<file path="src/rtl/bhr_pkg.sv">
// Shared constants and types for the branch history ring.
// Assumes a five-bit kind vector whose bit positions are fixed by the event source.
package bhr_pkg;
    localparam int KIND_W   = 5;
    localparam int KB_CALL  = 0;
    localparam int KB_IND   = 1;
    localparam int KB_COND  = 2;
    localparam int KB_OTHER = 3;
    localparam int KB_REGT  = 4;

    typedef enum logic [1:0] {
        FM_ALL  = 2'd0,
        FM_CALL = 2'd1,
        FM_IND  = 2'd2,
        FM_COND = 2'd3
    } filt_mode_e;
endpackage

</file>
<file path="src/rtl/bhr_gate.sv">
// Decides whether a branch event is kept. This is purely combinational.
// Assumes the control inputs are stable for the cycle in which the event is offered.
module bhr_gate
    import bhr_pkg::*;
(
    input  logic              clk,
    input  logic              rst_n,
    input  logic              mon_en,
    input  logic [1:0]        filt_mode,
    input  logic              frz_sel,
    input  logic              frz_user,
    input  logic              rec_off,
    input  logic              isa_new,
    input  logic [KIND_W-1:0] kind,
    input  logic              hyp,
    input  logic              user,
    output logic              rec_ok
);
    logic [KIND_W-1:0] sel_set;
    logic              frozen;
    logic              isa_block;

    // Build the selected kind set from the enable and the filter mode.
    always_comb begin
        sel_set = '0;
        if (mon_en) begin
            case (filt_mode_e'(filt_mode))
                FM_ALL:  sel_set = '1;
                FM_CALL: sel_set[KB_CALL] = 1'b1;
                FM_IND:  sel_set[KB_IND]  = 1'b1;
                FM_COND: sel_set[KB_COND] = 1'b1;
                default: sel_set = '0;
            endcase
        end
    end

    // Apply the privilege-state freeze rules.
    always_comb begin
        if (frz_sel) begin
            frozen = frz_user ? (hyp && user) : (!hyp && user);
        end else begin
            frozen = frz_user && user;
        end
    end

    // Apply the extra suppression of newer-ISA mode.
    always_comb isa_block = isa_new && (rec_off || !user);

    // Combine the type match with both suppression paths.
    always_comb rec_ok = (|(kind & sel_set)) && !frozen && !isa_block;

    a_r2_disabled_drops: assert property (@(posedge clk) disable iff (!rst_n)
        !mon_en |-> !rec_ok);
    a_r6_isa_supervisor_drops: assert property (@(posedge clk) disable iff (!rst_n)
        (isa_new && !user) |-> !rec_ok);
endmodule

</file>
<file path="src/rtl/bhr_wrseq.sv">
// Write sequencer: owns the write pointer and the second, tagged write of a
// register-target branch.
// Assumes that take is never raised while pending is high.
module bhr_wrseq #(
    parameter int DW = 64,
    parameter int AW = 5
) (
    input  logic          clk,
    input  logic          rst_n,
    input  logic          clr,
    input  logic          take,
    input  logic          regt,
    input  logic [DW-1:0] inst_addr,
    input  logic [DW-1:0] tgt_addr,
    output logic          wr_en,
    output logic          wr_tag,
    output logic [AW-1:0] wr_addr,
    output logic [DW-1:0] wr_data,
    output logic [AW-1:0] ptr,
    output logic          pending
);
    logic [DW-1:0] tgt_q;

    // Select this cycle's write: the instruction address first, then the tagged destination.
    always_comb begin
        wr_en   = (take || pending) && !clr;
        wr_tag  = pending;
        wr_addr = ptr;
        wr_data = pending ? (tgt_q | DW'(2)) : inst_addr;
    end

    // Advance the pointer on every write; clear returns it to zero.
    always_ff @(posedge clk) begin
        if (!rst_n || clr) begin
            ptr <= '0;
        end else if (wr_en) begin
            ptr <= ptr + AW'(1);
        end
    end

    // Keep the destination address for the second write.
    always_ff @(posedge clk) begin
        if (!rst_n || clr) begin
            pending <= 1'b0;
            tgt_q   <= '0;
        end else if (take && regt && !pending) begin
            pending <= 1'b1;
            tgt_q   <= tgt_addr;
        end else begin
            pending <= 1'b0;
        end
    end

    a_r4_ptr_steps: assert property (@(posedge clk) disable iff (!rst_n)
        (wr_en && !clr) |=> (clr || ptr == AW'($past(ptr) + AW'(1))));
    a_r5_second_write: assert property (@(posedge clk) disable iff (!rst_n)
        (take && regt && !clr && !pending) |=> (pending || clr));
    a_r5_one_extra_cycle: assert property (@(posedge clk) disable iff (!rst_n)
        pending |=> !pending);
    a_r9_clear_ptr: assert property (@(posedge clk) disable iff (!rst_n)
        clr |=> (ptr == '0 && !pending));
endmodule

</file>
<file path="src/rtl/bhr_mem.sv">
// Register-file storage for the ring, with one write port and one registered read port.
// Assumes the caller has already turned a newest-first index into a physical address.
module bhr_mem #(
    parameter int DEPTH = 32,
    parameter int DW    = 64,
    parameter int AW    = $clog2(DEPTH)
) (
    input  logic          clk,
    input  logic          rst_n,
    input  logic          clr,
    input  logic          wr_en,
    input  logic          wr_tag,
    input  logic [AW-1:0] wr_addr,
    input  logic [DW-1:0] wr_data,
    input  logic [AW-1:0] rd_addr,
    output logic [DW-1:0] rd_data
);
    logic [DW-1:0] ent [DEPTH];

    for (genvar g = 0; g < DEPTH; g++) begin : g_ent
        // Hold entry g; it is zeroed by reset or clear and loaded on an address match.
        always_ff @(posedge clk) begin
            if (!rst_n || clr) begin
                ent[g] <= '0;
            end else if (wr_en && wr_addr == AW'(g)) begin
                ent[g] <= wr_data;
            end
        end
    end

    // Register the selected entry onto the read port.
    always_ff @(posedge clk) begin
        if (!rst_n) begin
            rd_data <= '0;
        end else begin
            rd_data <= ent[rd_addr];
        end
    end

    a_r5_tag_bit_set: assert property (@(posedge clk) disable iff (!rst_n)
        (wr_en && wr_tag) |-> wr_data[1]);
endmodule

</file>
<file path="src/rtl/branch_trace_ring.sv">
// Top level of the branch history ring. It connects the gate, the write sequencer
// and the storage, and it maps newest-first read indices onto physical slots.
// Assumes an event is counted only when ev_valid and ev_ready are both high.
module branch_trace_ring
    import bhr_pkg::*;
#(
    parameter int DEPTH = 32,
    parameter int DW    = 64,
    parameter int AW    = $clog2(DEPTH)
) (
    input  logic              clk,
    input  logic              rst_n,
    input  logic              ev_valid,
    output logic              ev_ready,
    input  logic [DW-1:0]     ev_inst_addr,
    input  logic [DW-1:0]     ev_tgt_addr,
    input  logic [KIND_W-1:0] ev_kind,
    input  logic              ev_hyp,
    input  logic              ev_user,
    input  logic              mon_en,
    input  logic [1:0]        filt_mode,
    input  logic              frz_sel,
    input  logic              frz_user,
    input  logic              rec_off,
    input  logic              isa_new,
    input  logic              clr,
    input  logic [AW-1:0]     rd_idx,
    output logic [DW-1:0]     rd_data
);
    logic          rec_ok;
    logic          take;
    logic          pending;
    logic          wr_en;
    logic          wr_tag;
    logic [AW-1:0] wr_addr;
    logic [DW-1:0] wr_data;
    logic [AW-1:0] ptr;
    logic [AW-1:0] rd_addr;

    bhr_gate u_gate (
        .clk       (clk),
        .rst_n     (rst_n),
        .mon_en    (mon_en),
        .filt_mode (filt_mode),
        .frz_sel   (frz_sel),
        .frz_user  (frz_user),
        .rec_off   (rec_off),
        .isa_new   (isa_new),
        .kind      (ev_kind),
        .hyp       (ev_hyp),
        .user      (ev_user),
        .rec_ok    (rec_ok)
    );

    // Accept new events only when no tagged write is still outstanding.
    always_comb ev_ready = !pending;

    // Qualify an accepted event; a clear in the same cycle drops it.
    always_comb take = ev_valid && ev_ready && !clr && rec_ok;

    // Convert the newest-first index into a physical slot.
    always_comb rd_addr = ptr - AW'(1) - rd_idx;

    bhr_wrseq #(.DW(DW), .AW(AW)) u_seq (
        .clk       (clk),
        .rst_n     (rst_n),
        .clr       (clr),
        .take      (take),
        .regt      (ev_kind[KB_REGT]),
        .inst_addr (ev_inst_addr),
        .tgt_addr  (ev_tgt_addr),
        .wr_en     (wr_en),
        .wr_tag    (wr_tag),
        .wr_addr   (wr_addr),
        .wr_data   (wr_data),
        .ptr       (ptr),
        .pending   (pending)
    );

    bhr_mem #(.DEPTH(DEPTH), .DW(DW), .AW(AW)) u_mem (
        .clk     (clk),
        .rst_n   (rst_n),
        .clr     (clr),
        .wr_en   (wr_en),
        .wr_tag  (wr_tag),
        .wr_addr (wr_addr),
        .wr_data (wr_data),
        .rd_addr (rd_addr),
        .rd_data (rd_data)
    );

    a_r5_ready_returns: assert property (@(posedge clk) disable iff (!rst_n)
        !ev_ready |=> ev_ready);
    a_r2_no_write_when_off: assert property (@(posedge clk) disable iff (!rst_n)
        (!mon_en && !pending) |=> $stable(ptr) || $past(clr));
    a_r1_reset_ptr: assert property (@(posedge clk)
        $past(!rst_n) |-> (ptr == '0 && ev_ready));
endmodule

</file>
<file path="config.mk">
export PLATFORM = sky130hd
export DESIGN_NAME = branch_trace_ring
export DESIGN_NICKNAME = d
export VERILOG_FILES = /design/src/rtl/bhr_pkg.sv /design/src/rtl/bhr_gate.sv /design/src/rtl/bhr_wrseq.sv /design/src/rtl/bhr_mem.sv /design/src/rtl/branch_trace_ring.sv
export SDC_FILE = /design/constraint.sdc
export NUM_CORES = 2
export LEC_CHECK = 0
export ABC_AREA = 0
export BUFFER_PORTS_ARGS = -buffer_cell sky130_fd_sc_hd__buf_2
export CAP_MARGIN = 10
export CORE_MARGIN = 2
export CORE_UTILIZATION = 40
export DETAILED_ROUTE_END_ITERATION = 7
export GPL_TIMING_DRIVEN = 0
export PLACE_DENSITY_LB_ADDON = 0.05
export RECOVER_POWER = 100
export SLEW_MARGIN = 30
export SYNTH_ARGS = -nofsm -noshare
export SYNTH_HDL_FRONTEND = slang
export SYNTH_SLANG_ARGS = --single-unit
</file>
<file path="constraint.sdc">
create_clock -name clk -period 9.16 [get_ports clk]
set_input_delay 1.832 -clock clk [delete_from_list [all_inputs] [get_ports clk]]
set_output_delay 1.832 -clock clk [all_outputs]
set_load 0.01 [all_outputs]
</file>
==> qor.txt <==
outcome - finished with violations
violated checks - max-capacitance violations, max-slew violations
Crit path top cell by count - clkbuf_1
Synth Register Bits - 2181
TritonCTS clock tree - yes
hold depth - 2
CTS Sinks - 2181
Top FF cell, synth - edfxtp_1
post-synthesis cell count - 6683
total congestion overflow - 0
ranking of synthesized cells by area - edfxtp_1, mux4_2, nor2_1
max cap viols - 40
count leader, synth - nor2_1
initial DRC count - 8775
P_leak - 0.0381 uW
Die Height - 490 um
critical path launch point type - primary input
HP Class - reg2reg
Worst-Skew Late Latency - 910 ps
Tightest Pin Transition - 3220 ps
area leader, netlist - edfxtp_1
Critical Path Slowest Stage Cell - o21ai_0
Die Wd - 490 um
Max Root-Sink Buffers - 3
post-synth top area share - 0.651
maximum VDD drop - 0.000190 V
via count - 64254
first-pass GRT wire length - 536000 um
DRT Pass-1 Iters - 6
CP Capture Type - register
TritonCTS Buffers - 236
Syn Area/Cell - 14.1 um^2
setup TNS - 0 ps
CP delay by family, top - buffers and inverters
r2r setup slk - 1790 ps
Setup Crit Path Kind - in2reg
DIE AREA - 240000 um^2
fin. max-slew vios - 351
Fin. Hold Viols - 0
RSZ-0062 raised after global routing - false
EDFF count, synth - 2048
via/cell ratio - 5.97
launch point of the worst reg-to-reg path - u_seq.pending$_SDFF_PN0_
post-DR wirelength/cell - 36.8 um
root buf cell - clkbuf_16
Net Switching - 5440 uW
Largest stage delay, worst path - 1500 ps
Final #Nets - 7556
total I/O pin count - 216
switching portion of total power - 0.241
min Tclk post-route - 7500 ps
IO buf count - 214
Pwr Density - 206 nW/um^2
initial antenna violation count - 34
Ys Warns - 0
GRT Total Usage - 0.326
mapped cell area - 94500 um^2
Max H-tree Level - 4
Placer Congestion - 0.859
CP cell instances - clkbuf_1 -> inv_1 -> ha_1 -> o22ai_1 -> o211a_1 -> clkbuf_1 -> o211ai_1 -> clkbuf_1 -> clkbuf_1 -> o21ai_0 -> clkbuf_1 -> clkbuf_1 -> buf_16
Bufs and invs on worst path - 8
Setup Buffers After CTS - 0
share of cells above drive strength 1 - 0.198
number of global-route vias before repair - 64342
path depth of the worst reg2reg path - 8
Remaining DRCs - 0
Antenna Nets Post-Route - 0
fraction of registers with async set/reset - 0
FF-to-FF End - u_mem.ent[27][25]$_SDFFCE_PN0P_
Critical Path Fanout Max - 12
sequential area share after synthesis - 0.679
initial core utilization - 0.402
hold endpoint - u_seq.tgt_q[26]$_SDFFE_PN0P_
# resized after CTS - 0
Layout area overhead - 15.8%
WP data arrival - 8080 ps
Finished Cell Area - 109000 um^2
Hold Crit Start - u_seq.tgt_q[26]$_SDFFE_PN0P_
Slew HR - -1.17
skew final - 46.5 ps
syn nets - 6848
placed cell areas - 106000 um^2
Seq pwr share - 0.504
Netlist cell types - 43
Core Area - 235000 um^2
final setup violation count - 0
Final Cycle Share - 0.819
most frequent cells after synthesis - nor2_1, edfxtp_1, nand2_1
Rows - 178
largest net degree at the start of global routing - 28
Logic pwr share - 0.080
Post-CTS Hold Buffers - 0
hpwl dp - 290000 um
Clock power frac - 0.417
clock slew at reported path FFs - 60 ps
Max Freq - 0.133 GHz
P_int - 17100 uW
critical path required time - 9750 ps
WL final - 396000 um
placed cells by master, fill, tap and decap left out, drive strengths merged, types with 6 or more instances in the layout:
| cell type | instances |
|---|---|
| nor2 | 2119 |
| o31ai | 6 |
| o211ai | 11 |
| nor3 | 11 |
| nand2 | 527 |
| inv | 22 |
| nand4 | 65 |
| buf | 372 |
| mux4 | 512 |
| o21ai | 25 |
| mux2i | 66 |
| dfxtp | 133 |
| mux2 | 257 |
| edfxtp | 2048 |
| bufinv | 9 |
| diode | 19 |
| clkinv | 85 |
| nand3 | 263 |
| clkbuf | 949 |
| a21oi | 68 |
| ha | 13 |
| and2 | 6 |
cells by family (layout without fill, tap and decap cells):
group | Yosys count | count (layout) | share of synthesized area
buf+inv | 523 | 1439 | 0.0256
fa+ha+maj | 14 | 14 | 0.00193
mux | 835 | 835 | 0.160
compound gates | 124 | 124 | 0.00850
flops | 2181 | 2181 | 0.679
xor+xnor | 5 | 5 | 0.000463
simple gates | 3001 | 3001 | 0.125
other cells | 0 | 19 | 0
sequential cells by signal (all words and copies together), names as in the netlist:
name / count
u_seq.tgt_q: 63
u_mem.ent: 2048
u_mem.rd_data: 64
u_seq.pending: 1
u_seq.ptr: 5
per-layer routing:
layer	global-route usage	vias to the layer above	wire, um
met5	0	-	27
li1	-	25906	-
met1	0.441	33710	156000
met4	0.146	6	20600
met2	0.507	3795	181000
met3	0.0693	837	38600
how the worst max path moves through the flow:
stage	start	endpoint	slack, ps	cells after the start
2_1_floorplan	rec_off	u_mem.ent[23][0]$_SDFFCE_PN0P_	800	7
3_3_place_gp	filt_mode[0]	u_mem.ent[0][42]$_SDFFCE_PN0P_	-9330	10
3_5_place_dp	filt_mode[0]	u_mem.ent[1][46]$_SDFFCE_PN0P_	2940	14
4_1_cts	u_seq.pending$_SDFF_PN0_	ev_ready	3480	4
5_1_grt	filt_mode[1]	u_mem.ent[18][28]$_SDFFCE_PN0P_	1810	12
6_report	filt_mode[1]	u_mem.ent[10][10]$_SDFFCE_PN0P_	1660	13
power groups by stage:
| stage | Clock [uW] | Combinational, uW | Sequential, uW |
|---|---|---|---|
| after floorplan | 0 | 880 | 11600 |
| after global placement | 0 | 1650 | 11700 |
| after detailed placement | 0 | 1950 | 11600 |
| after CTS | 9480 | 1950 | 11400 |
| after global routing | 9850 | 1830 | 11400 |
| final | 9420 | 1800 | 11400 |
cell type report:
cell class	count	area, um^2
Tap cell	3150	3940
Clock inverter	102	810
Antenna cell	19	47.5
Clock buffer	344	6660
Fill cell	21427	126000
Timing Repair Buffer	470	3580
Multi-Input combinational cell	3979	28000
Inverter	16	60.1
Sequential cell	2181	64200
Buffer	507	2150
through the flow:
step / utilization / cells / setup WS (ps) / total power [uW] / hold WS, ps
2_1_floorplan: - / 6683 / 795 / 12500 / 436
3_3_place_gp: 0.423 / 10047 / -9330 / 13400 / 441
3_5_place_dp: 0.450 / 10303 / 2940 / 13500 / 449
4_1_cts: 0.482 / 10749 / 3480 / 22800 / 458
5_1_grt: 0.465 / 10753 / 1810 / 23100 / 479
6_report: 0.465 / 10768 / 1660 / 22600 / 454
worst reg2reg max path, cell delays in order, from the launching register on:
cell and delay [ps]:
dfxtp_1 720, clkbuf_1 1230, clkbuf_1 1100, clkbuf_1 500, nor2_1 240, o31ai_1 1180
clkbuf_1 660, clkbuf_1 660, clkbuf_1 670
(Power assumes the default switching activity.)
